$ cat src/rtl/sched_pkg.sv
package sched_pkg;

    localparam int unsigned QW      = 64;
    localparam int unsigned NLANE   = 4;
    localparam int unsigned VEC_W   = QW * NLANE;
    localparam int unsigned ROT_LO  = 19;
    localparam int unsigned ROT_HI  = 61;
    localparam int unsigned SHR_AMT = 6;

    typedef logic [QW-1:0]    qword_t;
    typedef logic [VEC_W-1:0] vec_t;

    // Carried between the two halves of the chain when it is split.
    typedef struct packed {
        qword_t part3;
        qword_t part2;
        qword_t new1;
        qword_t new0;
    } mid_t;

    function automatic qword_t rot_right(input qword_t x, input int unsigned n);
        return (x >> n) | (x << (QW - n));
    endfunction

    function automatic qword_t small_sig1(input qword_t x);
        return rot_right(x, ROT_LO) ^ rot_right(x, ROT_HI) ^ (x >> SHR_AMT);
    endfunction

    function automatic qword_t lane_of(input vec_t v, input int unsigned i);
        return v[i*QW +: QW];
    endfunction

endpackage

$ cat src/rtl/sched_sig1_add.sv
module sched_sig1_add
    import sched_pkg::*;
(
    input  qword_t addend,
    input  qword_t src,
    output qword_t sum
);
    qword_t mixed;

    always_comb begin
        mixed = small_sig1(src);
        sum   = addend + mixed;   // wraps modulo 2^64
    end
endmodule

$ cat src/rtl/sched_hold_reg.sv
module sched_hold_reg #(
    parameter int unsigned W = 256
) (
    input  logic         clk,
    input  logic         rst,
    input  logic         in_valid,
    output logic         in_ready,
    input  logic [W-1:0] in_data,
    output logic         out_valid,
    input  logic         out_ready,
    output logic [W-1:0] out_data
);
    logic         full_q;
    logic [W-1:0] data_q;

    assign in_ready  = !full_q || out_ready;
    assign out_valid = full_q;
    assign out_data  = data_q;

    always_ff @(posedge clk) begin
        if (rst) begin
            full_q <= 1'b0;
        end else if (in_valid && in_ready) begin
            full_q <= 1'b1;
        end else if (out_ready) begin
            full_q <= 1'b0;
        end
    end

    always_ff @(posedge clk) begin
        if (in_valid && in_ready) begin
            data_q <= in_data;
        end
    end

    // a stalled result keeps its valid and its data
    p_hold_stable_r7: assert property (@(posedge clk) disable iff (rst)
        (out_valid && !out_ready) |=> (out_valid && $stable(out_data)));

    // the register is empty in the first cycle after reset
    p_empty_after_reset_r8: assert property (@(posedge clk) disable iff (rst)
        $fell(rst) |-> !out_valid);

    // an accepted item is visible at the next edge
    p_accept_visible_r9: assert property (@(posedge clk) disable iff (rst)
        (in_valid && in_ready) |=> out_valid);
endmodule

$ cat src/rtl/sched_sig1_finish.sv
module sched_sig1_finish
    import sched_pkg::*;
#(
    parameter int unsigned SPLIT_STAGES = 0
) (
    input  logic                  clk,
    input  logic                  rst,
    input  logic                  in_valid,
    output logic                  in_ready,
    input  logic [VEC_W-1:0]      part_i,
    input  logic [VEC_W-1:0]      hist_i,
    output logic                  out_valid,
    input  logic                  out_ready,
    output logic [VEC_W-1:0]      words_o
);
    localparam int unsigned HALF = NLANE / 2;

    // Lanes 0 and 1 of the history operand are not part of the function.
    logic   unused_hist_lo;
    qword_t new_lo [HALF];

    assign unused_hist_lo = ^hist_i[HALF*QW-1:0];

    // First link of the chain: lower lanes from the history words.
    for (genvar g = 0; g < HALF; g++) begin : g_lo
        sched_sig1_add u_add (
            .addend (lane_of(part_i, g)),
            .src    (lane_of(hist_i, g + HALF)),
            .sum    (new_lo[g])
        );
    end

    if (SPLIT_STAGES == 0) begin : g_single
        qword_t new_hi [HALF];
        vec_t   packed_out;

        for (genvar g = 0; g < HALF; g++) begin : g_hi
            sched_sig1_add u_add (
                .addend (lane_of(part_i, g + HALF)),
                .src    (new_lo[g]),
                .sum    (new_hi[g])
            );
        end

        assign packed_out = {new_hi[1], new_hi[0], new_lo[1], new_lo[0]};

        sched_hold_reg #(.W(VEC_W)) u_out (
            .clk       (clk),
            .rst       (rst),
            .in_valid  (in_valid),
            .in_ready  (in_ready),
            .in_data   (packed_out),
            .out_valid (out_valid),
            .out_ready (out_ready),
            .out_data  (words_o)
        );
    end else begin : g_split
        mid_t   mid_d, mid_q;
        logic   mid_valid, mid_ready;
        qword_t new_hi [HALF];
        vec_t   packed_out;

        assign mid_d = '{part3: lane_of(part_i, 3), part2: lane_of(part_i, 2),
                         new1:  new_lo[1],          new0:  new_lo[0]};

        sched_hold_reg #(.W(VEC_W)) u_mid (
            .clk       (clk),
            .rst       (rst),
            .in_valid  (in_valid),
            .in_ready  (in_ready),
            .in_data   (mid_d),
            .out_valid (mid_valid),
            .out_ready (mid_ready),
            .out_data  (mid_q)
        );

        // Second link of the chain, from the registered lower results.
        sched_sig1_add u_add2 (
            .addend (mid_q.part2),
            .src    (mid_q.new0),
            .sum    (new_hi[0])
        );
        sched_sig1_add u_add3 (
            .addend (mid_q.part3),
            .src    (mid_q.new1),
            .sum    (new_hi[1])
        );

        assign packed_out = {new_hi[1], new_hi[0], mid_q.new1, mid_q.new0};

        sched_hold_reg #(.W(VEC_W)) u_out (
            .clk       (clk),
            .rst       (rst),
            .in_valid  (mid_valid),
            .in_ready  (mid_ready),
            .in_data   (packed_out),
            .out_valid (out_valid),
            .out_ready (out_ready),
            .out_data  (words_o)
        );

        // the middle stage never drops an item while the tail is stalled
        p_mid_hold_r7: assert property (@(posedge clk) disable iff (rst)
            (mid_valid && !mid_ready) |=> mid_valid);
    end

    // a ready consumer keeps the input side open
    p_ready_flow_r10: assert property (@(posedge clk) disable iff (rst)
        out_ready |-> in_ready);

    // an empty block always accepts
    p_empty_accepts_r8: assert property (@(posedge clk) disable iff (rst)
        !out_valid |-> in_ready);
endmodule

$ cat config.mk
export PLATFORM = sky130hd
export DESIGN_NAME = sched_sig1_finish
export DESIGN_NICKNAME = d
export VERILOG_FILES = /design/src/rtl/sched_pkg.sv /design/src/rtl/sched_sig1_add.sv /design/src/rtl/sched_hold_reg.sv /design/src/rtl/sched_sig1_finish.sv
export SDC_FILE = /design/constraint.sdc
export NUM_CORES = 1
export LEC_CHECK = 0
export BUFFER_PORTS_ARGS = -buffer_cell sky130_fd_sc_hd__buf_2
export CAP_MARGIN = 40
export CORE_AREA = 10 10 296 298
export DETAILED_ROUTE_END_ITERATION = 6
export DIE_AREA = 0 0 306 308
export RECOVER_POWER = 25
export SETUP_SLACK_MARGIN = 0.3
export SLEW_MARGIN = 20
export SYNTH_ARGS = -nofsm -noshare
export SYNTH_HDL_FRONTEND = slang
export SYNTH_HIERARCHICAL = 1
export SYNTH_SLANG_ARGS = --single-unit
$ cat constraint.sdc
create_clock -name clk -period 7.74 [get_ports clk]
set_clock_uncertainty 0.15 [all_clocks]
set_input_delay 1.548 -clock clk [delete_from_list [all_inputs] [get_ports clk]]
set_output_delay 1.548 -clock clk [all_outputs]
set_load 0.01 [all_outputs]
==> run summary, run 1 <==
status: complete, but fails checks
failing checks: capacitance limit, slew limit
synthesis-to-layout area growth: 45.2%
# port buffers: 645
critical setup path kind: in -> reg
P per Cell Area: 612 nW/um^2
leading area contributor after synthesis: edfxtp_1
CTS Sinks: 257
Die Area: 94200 um^2
Buf+Inv Stages, Crit Path: 6
GP Congestion: 1.04
Ports: 774
Post-synth EDFFs: 256
cell with the most instances after synthesis: xnor2_1
H-tree levels: 2
Design Area, Final: 40200 um^2
Worst-Margin Slew: 3.38 ns
DR WL/cell: 24.3 um
final worst-path cycle share: 0.936
worst vdd ir: 0.339 mV
Setup violations, final: 0
Hold Vio Cnt, Final: 0
layout cells sized above 1: 0.345
Placed Cells incl. Taps: 5566
core area: 81600 um^2
hold_ws: 0.378 ns
Avg Cell Area, Syn: 9.11 um^2
ys async rst share: 0
clock buffer depth: 3
wire length of the first global-routing pass: 194 mm
Pleak: 17.8 nW
row count: 105
Die W: 306 um
CTS Buf Count: 36
final wirelength: 138 mm
Primary FF master, synth: edfxtp_1
DR WL met3: 11.7 mm
GRT Overall Usage: 0.276
post-route insts no fill: 5659
metal2 WL: 62.2 mm
DRC errors left: 0
Warnings, synthesis: 6
placed cell area: 38600 um^2
height of the die: 308 um
Pins Over Slew Limit: 46
Yosys reg bits: 257
commonest cells in the netlist: xnor2_1 (611), a21oi_1 (316), ha_1 (276)
startpoint types: input port
Hold Startpoint: g_single.u_out/out_valid$_SDFFE_PP0P_
RSZ-0062 raised after global routing: no
Unique masters post-synth: 108
most used cell, CP: xnor2_1
Syn Nets: 3840
antenna-violating nets left: 0
Syn Std Cell Area: 27700 um^2
pin count of the biggest net entering global routing: 159
Initial Util: 0.340
CP max stage cell: a2111o_1
highest clock rate: 138 MHz
initial antenna violation count: 28
CP Launch Point: hist_i[211]
Via Count: 29800
vias in the first global route: 29000
delay-heaviest family, CP: compound AO/OA/AOI/OAI gates
Worst setup EP type: flip-flop
worst min-delay path category: reg -> reg
Synth area leaders: edfxtp_1 (28%), xnor2_1 (19%), ha_1 (12%), a21oi_1 (5.7%), xor2_1 (3.5%)
Post-Syn Instances: 3044
TritonCTS clock tree: done
Skew-Pair Late Insertion Delay: 0.55 ns
WP data required: 7.88 ns
Final HPWL DP: 120 mm
drt via density: 5.27
nets: 5342
Pwr Total: 24.6 mW
Min Clock Period, post-route: 7.24 ns
Worst Path Max Fanout: 3
worst rel slew slack: -1.25
Seq/Total Area, Yosys: 0.278
First-pass DRT Iterations: 7
DR iter-0 viols: 2319
Congestion Overflow GR: 0
post-synth top area share: 0.277
slowest stage delay, CP: 0.43 ns
DRT met1 WL: 56.9 mm
Highest Signal Layer: met5
Worst Path Arrival: 7.39 ns
clock-pin slew on the worst setup and hold paths: 0.06 ns
root buffer selected by CTS: clkbuf_16
Reg-to-Reg Start: g_single.u_out/out_valid$_SDFFE_PP0P_
Max Cap Viol: 1
[worst reg2reg max path: stages (launching register included)]
cell and delay [ns]:
dfxtp_1 0.31, nand2b_1 0.10, and2_0 2.42, buf_4 0.98
[stage by stage]
step / TNS, ns / worst slack (ns) / util
final: 0 / 0.496 / 0.493
after global routing: 0 / 0.291 / 0.493
after CTS: 0 / 0.308 / 0.489
after detailed placement: -13.95 / -0.502 / 0.473
after global placement: -12.66 / -0.438 / 0.473
after floorplan: 0 / 0.651 / -
[worst paths after layout]
check	endpoint	slack (ns)	cells after the start
min reg2reg	g_single.u_out/out_valid$_SDFFE_PP0P_	0.38	2
max	g_single.u_out/out_data[232]$_DFFE_PP_	0.50	29
min	g_single.u_out/out_valid$_SDFFE_PP0P_	0.38	2
max reg2reg	g_single.u_out/out_data[112]$_DFFE_PP_	3.35	3
[layout make-up]
cell class | count | area, um^2
Sequential cell | 257 | 7710
Fill cell | 7974 | 41300
Multi-Input combinational cell | 2635 | 19800
Timing Repair Buffer | 1537 | 9780
Tap cell | 1070 | 1340
Antenna cell | 16 | 40.0
Clock inverter | 21 | 263
Inverter | 79 | 297
Clock buffer | 44 | 1000
[cell usage in the layout, fill, tap and decap left out, types with 137 or more instances in the layout]
master / count
buf_4: 888
xnor2_1: 592
buf_2: 500
a21oi_1: 308
ha_1: 273
edfxtp_1: 256
nand2_1: 226
nor2_1: 175
clkbuf_1: 148
o21ai_0: 137
[metal layers]
metal / global-route usage / vias to the layer above
met5: 0 / -
met2: 0.449 / 1294
met1: 0.348 / 14100
met3: 0.0640 / 244
met4: 0.115 / 16
li1: - / 14200
[power breakdown]
part | leakage (nW) | switching, mW | internal [mW]
Clock | 0.602 | 0.715 | 1.10
Combinational | 14.7 | 10.6 | 9.13
Sequential | 2.49 | 0.232 | 2.79
[state kept, by name, summed over array words and instances, names as in the netlist]
register,count
g_single.u_out/out_data,256
g_single.u_out/out_valid,1
[cells by family (layout without fill, tap and decap cells)]
group | after synthesis | in the layout | share of synthesized area
other cells | 0 | 16 | 0
compound gates | 915 | 915 | 0.216
flops | 257 | 257 | 0.278
fa+ha+maj | 280 | 280 | 0.127
mux | 1 | 1 | 0.000361
buf+inv | 152 | 1681 | 0.0243
xor+xnor | 722 | 722 | 0.228
simple gates | 717 | 717 | 0.126
[repair_timing]
action / CTS / global route
resized for setup: 10 / 83
setup endpoints to repair: 25 / 62
pin swaps: 1 / 38
hold buffers: 0 / 0
buffers inserted: 1 / 10
(Power assumes the default switching activity.)
==> inputs of run 2 (changes only) <==
--- a/config.mk
+++ b/config.mk
@@ -10,6 +10,7 @@
 export CORE_AREA = 10 10 296 298
 export DETAILED_ROUTE_END_ITERATION = 6
 export DIE_AREA = 0 0 306 308
+export MAX_ROUTING_LAYER = met4
 export RECOVER_POWER = 25
 export SETUP_SLACK_MARGIN = 0.3
 export SLEW_MARGIN = 20
==> constraint.sdc (replaced) <==
create_clock -name clk -period 7.74 [get_ports clk]
set_clock_uncertainty 0.15 [all_clocks]
set_input_delay 0.774 -clock clk [delete_from_list [all_inputs] [get_ports clk]]
set_output_delay 0.774 -clock clk [all_outputs]
set_load 0.01 [all_outputs]
==> run summary, run 2 (synthesized netlist as in run 1, its figures left out) <==
Worst Path Max Fanout: 7 (+4)
synthesis-to-layout area growth: 25.4%
Worst Path Arrival: 7.29 ns (-0.10 ns)
worst rel slew slack: -1.19 (+0.0626)
final worst slack: 0.572 ns (+0.0753 ns)
wire length of the first global-routing pass: 187 mm (-3.4%)
Hold Vio Cnt, Final: 0 (unchanged)
Worst-Margin Slew: 3.29 ns (-0.0939 ns)
First-pass DRT Iterations: 7 (unchanged)
DRT met1 WL: 56.8 mm (-0.24%)
Die W: 306 um (unchanged)
Die Area: 94200 um^2 (unchanged)
layout cells sized above 1: 0.244 (-0.101)
Design Area, Final: 34800 um^2 (-14%)
failing checks: DRC, capacitance limit, slew limit
Reg power frac: 0.142 (+0.019)
CTS Sinks: 257 (unchanged)
clock buffer depth: 3 (unchanged)
clock-pin slew on the worst setup and hold paths: 0.06 ns (about the same)
worst min-delay path category: in -> reg
H-tree levels: 2 (unchanged)
Worst setup EP type: flip-flop
Final HPWL DP: 117 mm (-3.1%)
CTS Buf Count: 34 (-5.6%)
post-route insts no fill: 4996 (-12%)
drt via density: 5.49 (+4.2%)
vias in the first global route: 26700 (-7.9%)
Skew-Pair Late Insertion Delay: 0.54 ns (about the same)
Hold-fix buffers, CTS: 0 (unchanged)
Pint: 10.4 mW (-20%)
highest clock rate: 140 MHz (+1.1%)
WP data required: 7.86 ns (-0.02 ns)
DR iter-0 viols: 2587 (+12%)
CTS resizes: 0 (-10)
commonest cells after routing, fill and taps aside: buf_2 (612), xnor2_1 (611), a21oi_1 (316)
Initial Util: 0.340 (unchanged)
pin count of the biggest net entering global routing: 72 (-55%)
row count: 105 (unchanged)
clock network power share: 0.080 (+0.006)
placed cell area: 33600 um^2 (-13%)
antenna-violating nets left: 0 (unchanged)
core area: 81600 um^2 (unchanged)
critical setup path kind: in -> reg
commonest non-fill, non-tap cell in the layout: buf_2
Max Cap Viol: 3 (+2)
Via Count: 27400 (-8.0%)
DR WL/cell: 26.8 um (+10%)
Logic pwr share: 0.778 (-0.025)
GP Congestion: 1.02 (-2.1%)
Setup violations, final: 0 (unchanged)
Min Clock Period, post-route: 7.17 ns (-0.0753 ns)
metal2 WL: 60.3 mm (-3.0%)
Fin Setup TNS: 0 ns (unchanged)
Sw Share: 0.511 (+0.0402)
status: complete, but fails checks
# port buffers: 645 (unchanged)
number of flip-flops in the largest register: 256 (unchanged)
Congestion Overflow GR: 0 (unchanged)
worst vdd ir: 0.236 mV (-30%)
Setup WS pre-CTS: 0.258 ns (+0.761 ns)
final wirelength: 134 mm (-2.7%)
P_sw: 10.9 mW (-6.2%)
RSZ-0062 raised after global routing: no
Pins Over Slew Limit: 151 (+230%)
postcts setup bufs: 0 (-1)
Placed Cells incl. Taps: 4909 (-12%)
TritonCTS clock tree: done
root buffer selected by CTS: clkbuf_16
startpoint types: input port
Pleak: 14.6 nW (-18%)
GRT Overall Usage: 0.277 (+0.000936)
final worst-path cycle share: 0.926 (-0.00973)
initial antenna violation count: 30 (+7.1%)
P per Cell Area: 612 nW/um^2 (about the same)
DRC errors left: 2 (+2)
Ports: 774 (unchanged)
height of the die: 308 um (unchanged)
nets: 4675 (-12%)
Highest Signal Layer: met4
DR WL met3: 10.9 mm (-6.7%)
run 2: changes by cell type in the layout (fill, tap and decap cells not counted), sizes merged:
| cell | delta |
|---|---|
| diode | +8 |
| buf | -558 |
| inv | +3 |
| clkinvlp | -3 |
| clkbuf | -113 |
run 2: metrics by stage:
stage          hold WS, ns  total power [mW]  utilization
6_report             0.231              21.3        0.426
5_1_grt              0.207              22.7        0.426
4_1_cts              0.195              21.0        0.426
3_5_place_dp         0.344              19.2        0.412
3_3_place_gp         0.341              19.3        0.412
2_1_floorplan        0.390              13.4            -
run 2: routing by layer:
layer | global-route usage | up-vias
li1 | - | 12900
met1 | 0.352 | 13000
met2 | 0.431 | 1310
met3 | 0.0520 | 221
met4 | 0.110 | 0
met5 | - | -
run 2: power groups by stage:
stage               Clock [mW]  Sequential [mW]  Combinational [mW]
global route              1.78             3.06                17.8
global placement             0             3.03                16.3
CTS                       1.72             3.01                16.3
detailed placement           0             3.03                16.2
finish                    1.69             3.02                16.5
floorplan                    0             3.24                10.2
run 2: worst paths after layout:
check,start,to,slack (ns),depth (start not counted)
max,hist_i[219],g_single.u_out/out_data[253]$_DFFE_PP_,0.57,24
min,rst,g_single.u_out/out_valid$_SDFFE_PP0P_,0.23,2
max reg2reg,g_single.u_out/out_valid$_SDFFE_PP0P_,g_single.u_out/out_data[193]$_DFFE_PP_,2.54,4
min reg2reg,g_single.u_out/out_valid$_SDFFE_PP0P_,g_single.u_out/out_valid$_SDFFE_PP0P_,0.35,2
run 2: layout make-up:
type,instances,area (um^2)
diodes,24,60.1
clock buffers,38,887
clock inverters,21,259
fillers,8234,46800
inverters,79,297
multi-input cells,2635,19300
flip-flops and latches,257,7710
well taps,1070,1340
repair buffers,872,4870
run 2: critical path, cell delays in order:
cell and delay (ns):
buf_2 0.13, xnor2_1 0.13, xnor2_1 0.53, ha_1 0.46
a21oi_1 0.24, a21boi_1 0.38, nor2_1 0.09, a211o_1 0.28
and2_4 0.20, a21oi_1 0.29, o21bai_1 0.13, xnor2_1 0.38
xnor2_1 0.16, xnor2_1 0.37, ha_1 0.30, a21oi_1 0.10
o21ai_0 0.33, a211oi_1 0.12, o31ai_1 0.69, o31ai_2 0.22
o311ai_2 0.34, o211ai_2 0.18, o41ai_2 0.32, xor2_1 0.13
==> inputs of run 3 (changes only) <==
--- a/config.mk
+++ b/config.mk
@@ -7,10 +7,13 @@
 export LEC_CHECK = 0
 export BUFFER_PORTS_ARGS = -buffer_cell sky130_fd_sc_hd__buf_2
 export CAP_MARGIN = 40
-export CORE_AREA = 10 10 296 298
+export CELL_PAD_IN_SITES_DETAIL_PLACEMENT = 2
+export CELL_PAD_IN_SITES_GLOBAL_PLACEMENT = 2
+export CORE_AREA = 10 10 234 403
 export DETAILED_ROUTE_END_ITERATION = 6
-export DIE_AREA = 0 0 306 308
+export DIE_AREA = 0 0 244 413
 export MAX_ROUTING_LAYER = met4
+export PLACE_DENSITY_LB_ADDON = 0.1
 export RECOVER_POWER = 25
 export SETUP_SLACK_MARGIN = 0.3
 export SLEW_MARGIN = 20
==> run summary, run 3 (synthesized netlist as in run 1, its figures left out) <==
CTS Buf Count: 29 (-15%)
nets: 5091 (+8.9%)
Max Cap Viol: 3 (unchanged)
CTS Sinks: 257 (unchanged)
antenna-violating nets left: 0 (unchanged)
commonest cells after routing, fill and taps aside: buf_4 (640), xnor2_1 (605), buf_2 (566)
Hold Path Cell Cnt: 2 (unchanged)
sink of the worst hold path: g_single.u_out/out_valid$_SDFFE_PP0P_
Worst-Margin Slew: 3.48 ns (+0.195 ns)
pin count of the biggest net entering global routing: 129 (+79%)
wire length of the first global-routing pass: 251 mm (+34%)
Skew-Pair Late Insertion Delay: 0.63 ns (+0.09 ns)
final wirelength: 182 mm (+36%)
Hold Startpoint: rst
critical setup path kind: in -> reg
Setup violations, final: 0 (unchanged)
initial antenna violation count: 63 (+110%)
Worst Path Max Fanout: 5 (-2)
Sw Share: 0.516 (+0.00457)
RSZ-0062 raised after global routing: no
commonest non-fill, non-tap cell in the layout: buf_4
Congestion Overflow GR: 0 (unchanged)
slowest stage delay, CP: 0.67 ns (-0.02 ns)
hold_ws: 0.146 ns (-0.0855 ns)
worst vdd ir: 0.182 mV (-23%)
FF-to-FF End: g_single.u_out/out_data[51]$_DFFE_PP_
Pwr Total: 24.5 mW (+15%)
P per Cell Area: 645 nW/um^2 (+5.5%)
row count: 144 (+37%)
WP data required: 8.03 ns (+0.17 ns)
# port buffers: 645 (unchanged)
Min Clock Period, post-route: 7.25 ns (+0.0843 ns)
clock network power share: 0.059 (-0.021)
synthesis-to-layout area growth: 37.0%
GP Congestion: 1.03 (+1.5%)
core area: 87600 um^2 (+7.3%)
status: complete, but fails checks
TritonCTS clock tree: done
Hold-fix buffers, CTS: 0 (unchanged)
First-pass DRT Iterations: 5 (-2)
clock buffer depth: 3 (unchanged)
vias in the first global route: 34900 (+31%)
Logic pwr share: 0.817 (+0.039)
Setup WS pre-CTS: -0.444 ns (-0.702 ns)
Worst setup EP type: flip-flop
height of the die: 413 um (+34%)
R2R Setup Slk: 2.22 ns (-0.32 ns)
Worst Path Arrival: 7.54 ns (+0.25 ns)
Pins Over Slew Limit: 261 (+73%)
Via Count: 30600 (+12%)
GRT Overall Usage: 0.356 (+0.0793)
P_sw: 12.6 mW (+16%)
worst rel slew slack: -1.32 (-0.130)
Pint: 11.9 mW (+14%)
DR iter-0 viols: 1617 (-37%)
Reg power frac: 0.124 (-0.018)
number of flip-flops in the largest register: 256 (unchanged)
DR WL/cell: 32.9 um (+23%)
CP max stage cell: xnor2_1
layout cells sized above 1: 0.309 (+0.0646)
Pleak: 16.5 nW (+13%)
root buffer selected by CTS: clkbuf_16
Hold Vio Cnt, Final: 0 (unchanged)
H-tree levels: 1 (-1)
Die W: 244 um (-20%)
worst min-delay path category: in -> reg
worst r2r path cells: 3 (-1)
Buf+Inv Stages, Crit Path: 8 (+7)
delay-heaviest family, CP: compound AO/OA/AOI/OAI gates
Initial Util: 0.317 (-0.0232)
failing checks: capacitance limit, slew limit
final worst slack: 0.487 ns (-0.0843 ns)
DRC errors left: 0 (-2)
drt via density: 5.53 (+0.72%)
startpoint types: input port
final worst-path cycle share: 0.937 (+0.0109)
Reg-to-Reg Start: g_single.u_out/out_valid$_SDFFE_PP0P_
Die Area: 101000 um^2 (+6.9%)
Ports: 774 (unchanged)
clock-pin slew on the worst setup and hold paths: 0.06 ns (about the same)
Final HPWL DP: 161 mm (+38%)
highest clock rate: 138 MHz (-1.2%)
==> run 3: layout make-up <==
class	count	area (um^2)
multi-input combinational	2635	19400
clock buffer	31	733
timing repair buffer	1293	8050
fill	9995	49600
sequential	257	7710
inverter	79	297
tap	1168	1460
antenna	58	145
clock inverter	18	166
==> run 3: metrics by stage <==
stage	utilization	TNS, ns	cell area (um^2)	cells
2_1_floorplan	-	0	27700	3044
3_3_place_gp	0.422	-3.03	36900	5425
3_5_place_dp	0.422	-5.83	37000	5430
4_1_cts	0.432	0	37900	5479
5_1_grt	0.433	0	38000	5528
6_report	0.434	0	38000	5539
==> run 3: worst max path at each step <==
stage,startpoint,end,slack (ns),cells past startpoint
5_1_grt,hist_i[225],g_single.u_out/out_data[232]$_DFFE_PP_,0.29,28
3_3_place_gp,hist_i[198],g_single.u_out/out_data[246]$_DFFE_PP_,-0.32,30
6_report,hist_i[200],g_single.u_out/out_data[251]$_DFFE_PP_,0.49,28
4_1_cts,hist_i[198],g_single.u_out/out_data[249]$_DFFE_PP_,0.37,27
2_1_floorplan,hist_i[198],g_single.u_out/out_data[253]$_DFFE_PP_,1.42,26
3_5_place_dp,hist_i[198],g_single.u_out/out_data[249]$_DFFE_PP_,-0.44,27
==> run 3: per-layer routing <==
| metal | share of wire | wire length, um | vias up | GRT usage |
|---|---|---|---|---|
| met1 | 0.31 | 57300 | 15200 | 0.303 |
| met2 | 0.52 | 95300 | 1216 | 0.656 |
| li1 | - | - | 13700 | - |
| met3 | 0.064 | 11600 | 502 | 0.0797 |
| met5 | 0 | 0 | - | - |
| met4 | 0.098 | 17900 | 0 | 0.290 |
==> run 3: timing repair <==
item | in CTS | in global routing
setup buffers | 0 | 2
setup endpoints to repair | 1 | 35
pin swaps | 0 | 1
resized for setup | 1 | 13
==> run 3: power groups by stage <==
stage               Sequential, mW  Combinational (mW)  Clock (mW)
finish                        3.04                20.0        1.44
global route                  3.08                21.3        1.50
floorplan                     3.24                10.2           0
CTS                           3.03                19.8        1.46
detailed placement            3.04                19.6           0
global placement              3.01                18.7           0
